**src/rtl/oprPkg.sv**
```systemverilog
package oprPkg;
  localparam int INSTR_W = 12;
  localparam int OPC_W   = 3;
  localparam logic [OPC_W-1:0] OPC_OPERATE = 3'b111;

  // Bit positions in the instruction word (LSB-first).
  localparam int B_GROUP = 8;
  localparam int B_CLRA  = 7;
  localparam int B_G1CLL = 6;
  localparam int B_G1CMA = 5;
  localparam int B_G1CML = 4;
  localparam int B_G1RR  = 3;
  localparam int B_G1RL  = 2;
  localparam int B_G1TWO = 1;
  localparam int B_G1INC = 0;
  localparam int B_G2NEG = 6;
  localparam int B_G2ZER = 5;
  localparam int B_G2LNK = 4;
  localparam int B_G2INV = 3;
  localparam int B_G2OSR = 2;
  localparam int B_G2HLT = 1;

  typedef struct packed {
    logic load;
    logic group2;
    logic clrAcc;
    logic clrLink;
    logic cmpAcc;
    logic cmpLink;
    logic incAcc;
    logic rotLeft;
    logic rotRight;
    logic rotTwo;
    logic orSwitch;
    logic halt;
    logic testMinus;
    logic testZero;
    logic testLink;
    logic invert;
  } oprStrobes_t;
endpackage

```
**src/rtl/oprControl.sv**
```systemverilog
module oprControl
  import oprPkg::*;
(
  input  logic               clk,
  input  logic               rst_n,
  input  logic               opEnable,
  input  logic [INSTR_W-1:0] instr,
  output oprStrobes_t        strobes
);
  logic isOperate;
  logic isGroup2;
  logic rawLeft;
  logic rawRight;

  assign isOperate = opEnable && (instr[INSTR_W-1 -: OPC_W] == OPC_OPERATE);
  assign isGroup2  = instr[B_GROUP];
  assign rawLeft   = instr[B_G1RL];
  assign rawRight  = instr[B_G1RR];

  always_comb begin
    strobes = '0;
    strobes.load   = isOperate;
    strobes.group2 = isGroup2;
    strobes.clrAcc = instr[B_CLRA];
    if (!isGroup2) begin
      strobes.clrLink  = instr[B_G1CLL];
      strobes.cmpAcc   = instr[B_G1CMA];
      strobes.cmpLink  = instr[B_G1CML];
      strobes.incAcc   = instr[B_G1INC];
      // Opposing rotate bits cancel each other out.
      strobes.rotLeft  = rawLeft && !rawRight;
      strobes.rotRight = rawRight && !rawLeft;
      strobes.rotTwo   = instr[B_G1TWO];
    end else begin
      strobes.testMinus = instr[B_G2NEG];
      strobes.testZero  = instr[B_G2ZER];
      strobes.testLink  = instr[B_G2LNK];
      strobes.invert    = instr[B_G2INV];
      strobes.orSwitch  = instr[B_G2OSR];
      strobes.halt      = instr[B_G2HLT];
    end
  end

  AST_G1_NO_HALT_STROBE: assert property (@(posedge clk) disable iff (!rst_n)
    (!instr[B_GROUP]) |-> !strobes.halt && !strobes.orSwitch && !strobes.invert);
  AST_ROT_EXCLUSIVE: assert property (@(posedge clk) disable iff (!rst_n)
    !(strobes.rotLeft && strobes.rotRight));
endmodule

```
**src/rtl/oprDatapath.sv**
```systemverilog
module oprDatapath
  import oprPkg::*;
#(
  parameter int DATA_W = 12
) (
  input  logic              clk,
  input  logic              rst_n,
  input  oprStrobes_t       ctrl,
  input  logic [DATA_W-1:0] accIn,
  input  logic              linkIn,
  input  logic [DATA_W-1:0] switchIn,
  output logic [DATA_W-1:0] accOut,
  output logic              linkOut,
  output logic              skipReq,
  output logic              haltReq
);
  localparam int CHAIN_W = DATA_W + 1;

  logic [DATA_W-1:0]  g1Acc;
  logic               g1Link;
  logic [DATA_W-1:0]  g2Acc;
  logic               g2Skip;
  logic [DATA_W-1:0]  nextAcc;
  logic               nextLink;

  // Group one: clears, then complements, then increment, then rotation.
  always_comb begin
    logic [DATA_W-1:0]  a;
    logic               l;
    logic [DATA_W:0]    sum;
    logic [CHAIN_W-1:0] chain;
    a = accIn;
    l = linkIn;
    if (ctrl.clrAcc)  a = '0;
    if (ctrl.clrLink) l = 1'b0;
    if (ctrl.cmpAcc)  a = ~a;
    if (ctrl.cmpLink) l = ~l;
    sum = {1'b0, a} + {{DATA_W{1'b0}}, ctrl.incAcc};
    a = sum[DATA_W-1:0];
    if (sum[DATA_W]) l = ~l;
    chain = {l, a};
    if (ctrl.rotLeft) begin
      if (ctrl.rotTwo) chain = {chain[CHAIN_W-3:0], chain[CHAIN_W-1 -: 2]};
      else             chain = {chain[CHAIN_W-2:0], chain[CHAIN_W-1]};
    end else if (ctrl.rotRight) begin
      if (ctrl.rotTwo) chain = {chain[1:0], chain[CHAIN_W-1:2]};
      else             chain = {chain[0], chain[CHAIN_W-1:1]};
    end
    g1Acc  = chain[DATA_W-1:0];
    g1Link = chain[CHAIN_W-1];
  end

  // Group two: the tests read the incoming accumulator; clear, then OR switches.
  always_comb begin
    logic anyHit;
    anyHit = (ctrl.testMinus && accIn[DATA_W-1])
           | (ctrl.testZero  && (accIn == '0))
           | (ctrl.testLink  && linkIn);
    g2Skip = ctrl.invert ? !anyHit : anyHit;
    g2Acc  = ctrl.clrAcc ? '0 : accIn;
    if (ctrl.orSwitch) g2Acc = g2Acc | switchIn;
  end

  assign nextAcc  = ctrl.group2 ? g2Acc  : g1Acc;
  assign nextLink = ctrl.group2 ? linkIn : g1Link;

  always_ff @(posedge clk) begin
    if (!rst_n) begin
      accOut  <= '0;
      linkOut <= 1'b0;
      skipReq <= 1'b0;
      haltReq <= 1'b0;
    end else begin
      skipReq <= ctrl.load && ctrl.group2 && g2Skip;
      haltReq <= ctrl.load && ctrl.group2 && ctrl.halt;
      if (ctrl.load) begin
        accOut  <= nextAcc;
        linkOut <= nextLink;
      end
    end
  end

  AST_IDLE_HOLD: assert property (@(posedge clk) disable iff (!rst_n)
    !ctrl.load |=> $stable(accOut) && $stable(linkOut) && !skipReq && !haltReq);
  AST_G2_LINK_PASS: assert property (@(posedge clk) disable iff (!rst_n)
    ctrl.load && ctrl.group2 |=> linkOut == $past(linkIn));
  AST_HALT_PULSE: assert property (@(posedge clk) disable iff (!rst_n)
    ctrl.load && ctrl.group2 && ctrl.halt |=> haltReq);
  AST_UNCOND_SKIP: assert property (@(posedge clk) disable iff (!rst_n)
    ctrl.load && ctrl.group2 && ctrl.invert && !ctrl.testMinus && !ctrl.testZero
    && !ctrl.testLink |=> skipReq);
  AST_G2_CLEAR: assert property (@(posedge clk) disable iff (!rst_n)
    ctrl.load && ctrl.group2 && ctrl.clrAcc && !ctrl.orSwitch |=> accOut == '0);
  AST_SKIP_SOURCE: assert property (@(posedge clk) disable iff (!rst_n)
    skipReq |-> $past(ctrl.load && ctrl.group2));
endmodule

```
**src/rtl/oprUnit.sv**
```systemverilog
module oprUnit
  import oprPkg::*;
#(
  parameter int DATA_W = 12
) (
  input  logic              clk,
  input  logic              rst_n,
  input  logic              opEnable,
  input  logic [11:0]       instr,
  input  logic [DATA_W-1:0] accIn,
  input  logic              linkIn,
  input  logic [DATA_W-1:0] switchIn,
  output logic [DATA_W-1:0] accOut,
  output logic              linkOut,
  output logic              skipReq,
  output logic              haltReq
);
  oprStrobes_t strobes;

  oprControl u_ctrl (
    .clk      (clk),
    .rst_n    (rst_n),
    .opEnable (opEnable),
    .instr    (instr),
    .strobes  (strobes)
  );

  oprDatapath #(.DATA_W(DATA_W)) u_dp (
    .clk      (clk),
    .rst_n    (rst_n),
    .ctrl     (strobes),
    .accIn    (accIn),
    .linkIn   (linkIn),
    .switchIn (switchIn),
    .accOut   (accOut),
    .linkOut  (linkOut),
    .skipReq  (skipReq),
    .haltReq  (haltReq)
  );

  AST_RESET_QUIET: assert property (@(posedge clk)
    !rst_n |=> !skipReq && !haltReq && accOut == '0 && !linkOut);
endmodule

```
**config.mk**
```make
export PLATFORM = sky130hd
export DESIGN_NAME = oprUnit
export DESIGN_NICKNAME = d
export VERILOG_FILES = /design/src/rtl/oprPkg.sv /design/src/rtl/oprControl.sv /design/src/rtl/oprDatapath.sv /design/src/rtl/oprUnit.sv
export SDC_FILE = /design/constraint.sdc
export NUM_CORES = 1
export LEC_CHECK = 0
export BUFFER_PORTS_ARGS = -buffer_cell sky130_fd_sc_hd__buf_2
export CELL_PAD_IN_SITES_DETAIL_PLACEMENT = 0
export CELL_PAD_IN_SITES_GLOBAL_PLACEMENT = 1
export CORE_MARGIN = 1
export CORE_UTILIZATION = 41
export CTS_BUF_LIST = sky130_fd_sc_hd__clkbuf_16
export DETAILED_ROUTE_END_ITERATION = 16
export PLACE_DENSITY_LB_ADDON = 0.1
export SYNTH_ARGS = -nofsm -noshare
export SYNTH_HDL_FRONTEND = slang
export SYNTH_HIERARCHICAL = 1
export SYNTH_SLANG_ARGS = --single-unit
```
**constraint.sdc**
```tcl
create_clock -name clk -period 8.1 [get_ports clk]
set_input_delay 0 -clock clk [delete_from_list [all_inputs] [get_ports clk]]
set_output_delay 0 -clock clk [all_outputs]
set_load 0.02 [all_outputs]
```
==> metrics.md <==
| Metric | Value |
|---|---|
| CTS tree | `built` |
| # H-tree levels | `1` |
| Worst reg2reg startpoint | `u_dp/accOut[10]` |
| Pwr dens | `113 nW/um^2` |
| Synth async-reset ratio | `0%` |
| Seq/Total Area, Yosys | `between 10% and 20%` |
| Final Hold Viols | `0` |
| Final Cell Area | `2490 sq um` |
| Unrepaired setup endpoints after global routing | `no` |
| Total gr overflow | `0` |
| Proportion of layout cells with a drive suffix above 1 | `22.5%` |
| CTS Sinks | `15` |
| Leakage | `1.01 nW` |
| Setup TNS | `0 ps` |
| Worst Skew | `0 ps` |
| Max cap viols | `0` |
| Hold path start | `rst_n` |
| Hold/Removal Path Class | `in2reg` |
| Resize count post-CTS | `0` |
| # fillers | `between 500 and 600` |
| First-pass GRT wire length | `10700 um` |
| Vias in the first global route | `around 2100` |
| Multi-input gate area | `1680 sq um` |
| Residual DRC | `0` |
| Status | `complete, no violations` |
| Post-synth cell types | `67` |
| CP Launch Type | `input pin` |
| Post-synth EDFFs | `0` |
| Iter 0 DRT Violations | `between 150 and 200` |
| Antenna violations before repair | `0` |
| GPL Wtd Cong | `0.881` |
| # nets final | `385` |
| Largest net degree at the start of global routing | `31` |
| Average wire per cell in the routed design | `~16 um` |
| VDD IR max | `roughly 0.000076 V` |
| CP max FO | `30` |
| Total of warnings raised by yosys | `6` |
| Antenna Cells | `0` |
| Slew @ Worst Pin | `around 850 ps` |
| Syn_nets | `351` |
| #FFs+latches synth | `15` |
| Crit share post-route | `approximately a third` |
| Die width | `between 70 and 80 um` |
| Syn Area/Cell | `roughly 7 sq um` |
| CP Launch Point | `instr[8]` |
| Worst Setup Path Type | `in2reg` |
| Starting Density | `a little over two fifths` |
| Count of input and output buffers | `between 50 and 60` |
| Worst Path Required | `a little over 8000 ps` |
| Avg Vias per Cell | `5.72` |
| Slew margin rel. | `43.5%` |
| Synthesized area | `between 2000 and 2500 sq um` |
| Post-CTS setup buffers | `0` |
| DRT Pass-1 Iters | `4` |
| Tmin final | `around 2600 ps` |
| Detailed Route WL | `6700 um` |
| CP arrival | `2800 ps` |
| All-Layer GR Usage | `between 20% and 30%` |
| Max Fclk | `384 MHz` |
| CTS Buf Count | `3` |
| Row Count | `26` |
| Die Area | `around 5600 sq um` |
| Die Y | `74.7 um` |
| Dpl hpwl | `5150 um` |
| Post-DP Area | `2410 sq um` |
| CTS Root Cell | `clkbuf_16` |
| Via count | `2358` |
| Setup violators final | `0` |
| Clock slew at reported path FFs | `around 50 ps` |
| Maximum clock path buffer count | `2` |
| Top_reg_cell synth | `dfxtp_1` |
| Pins Over Slew Limit | `0` |
| Hold buffer count at CTS | `0` |
| Clk_lat worst skew | `~250 ps` |
| Layout area overhead | `14.9%` |
| Setup crit end kind | `flop` |
| Seq. cell area | `about 300 sq um` |
| Core area | `5110 sq um` |
| Cells after Synth | `roughly 300` |
| I/O pin count | `between 50 and 60` |
| Routed Antenna Nets | `0` |
critical path, cell delays in order:
cell and delay (ps):
buf_2 410, nor2b_2 80, buf_4 240, xnor2_1 240
ha_1 440, nand2b_1 100, a21oi_1 160, o31ai_1 80
o21ai_0 480, o21ai_0 150, a21boi_1 220, a221o_1 170
metal layers:
| metal | share of wire (%) | vias to the layer above | wire (um) | GRT usage [%] |
|---|---|---|---|---|
| li1 | - | 1205 | - | - |
| met1 | 47 | 1067 | 3150 | 36.4 |
| met2 | 47 | 82 | 3120 | 41.3 |
| met3 | 5.8 | 4 | 389 | 3.75 |
| met4 | 0.64 | 0 | 43 | 4.61 |
| met5 | 0 | - | 0 | 0 |
synthesized netlist by cell type, types with 4 or more instances:
| library cell | number | area (sq um) |
|---|---|---|
| buf_2 | 6 | 30.0 |
| a21oi_1 | 23 | 115 |
| xor2_1 | 4 | 35.0 |
| inv_1 | 11 | 41.3 |
| nor2b_1 | 5 | 31.3 |
| mux2i_1 | 5 | 50.1 |
| xnor2_1 | 13 | 114 |
| and2_1 | 7 | 43.8 |
| nand2b_1 | 14 | 87.6 |
| a31oi_1 | 11 | 68.8 |
| o21ai_1 | 4 | 20.0 |
| a211oi_1 | 4 | 30.0 |
| nand3_1 | 8 | 40.0 |
| nand2_1 | 35 | 131 |
| o21ai_0 | 20 | 100 |
| dfxtp_1 | 15 | 300 |
| nor2_1 | 19 | 71.3 |
| o221ai_1 | 4 | 35.0 |
| nor3_1 | 9 | 45.0 |
| clkbuf_1 | 17 | 63.8 |
| o211ai_1 | 5 | 37.5 |
registers in the layout, indices dropped and copies added (netlist names):
| name | flops |
|---|---|
| u_dp/linkOut | 1 |
| u_dp/skipReq | 1 |
| u_dp/accOut | 12 |
| u_dp/haltReq | 1 |
cell families (layout without fill, tap and decap cells):
family                   after synthesis  in the layout  share of synthesized area [%]
multiplexers                           6              6                           2.83
flip-flops                            15             15                           13.9
AO/OA/AOI/OAI                        112            112                           37.6
adder cells (fa/ha/maj)                2              2                           1.16
buffers and inverters                 40             73                           8.49
XOR/XNOR                              19             19                           8.38
AND/OR/NAND/NOR                      115            115                           27.7
area by class of cell:
| class | instances | share of cell area (%) |
|---|---|---|
| sequential | 15 | 12.1 |
| clock buffer | 3 | 3.02 |
| clock inverter | 1 | 0.151 |
| tap | 70 | 3.52 |
| multi-input combinational | 254 | 67.7 |
| inverter | 12 | 1.81 |
| timing repair buffer | 57 | 11.8 |
worst paths after layout:
path                           to  slack [ps]  depth (start not counted)
hold / removal     u_dp/accOut[2]          70                          3
setup reg to reg  u_dp/accOut[10]        7160                          2
setup / recovery   u_dp/accOut[1]        5500                         12
hold reg to reg    u_dp/accOut[5]         440                          2
stage by stage:
step	total power, mW	setup WS (ps)	cells	hold slack (ps)	util, %
after global routing	0.300	5190	412	66.3	48.7
after floorplan	0.155	5470	309	138	-
after CTS	0.283	5540	412	54.5	48.7
after global placement	0.184	5330	408	319	47.2
after detailed placement	0.183	5290	408	314	47.2
final	0.281	5500	412	66.1	48.7
where the power goes:
group	switching (mW)	internal (mW)
sequential	0.000911	0.0758
clock	0.0320	0.0656
combinational	0.0662	0.0403
total	0.0991	0.182
placed cells by master, fill, tap and decap left out, types with 4 or more instances in the layout:
master / n
o211ai_1: 5
nand2b_1: 14
nand3_1: 8
nor2_1: 19
xor2_1: 4
o221ai_1: 4
buf_2: 54
nor2b_1: 4
a31oi_1: 11
mux2i_1: 5
dfxtp_1: 15
nand2_1: 35
xnor2_1: 13
a21oi_1: 23
nor3_1: 9
a211oi_1: 4
o21ai_0: 20
inv_1: 12
and2_1: 7
o21ai_1: 4
Note: power is estimated with default switching activity, not from simulation.
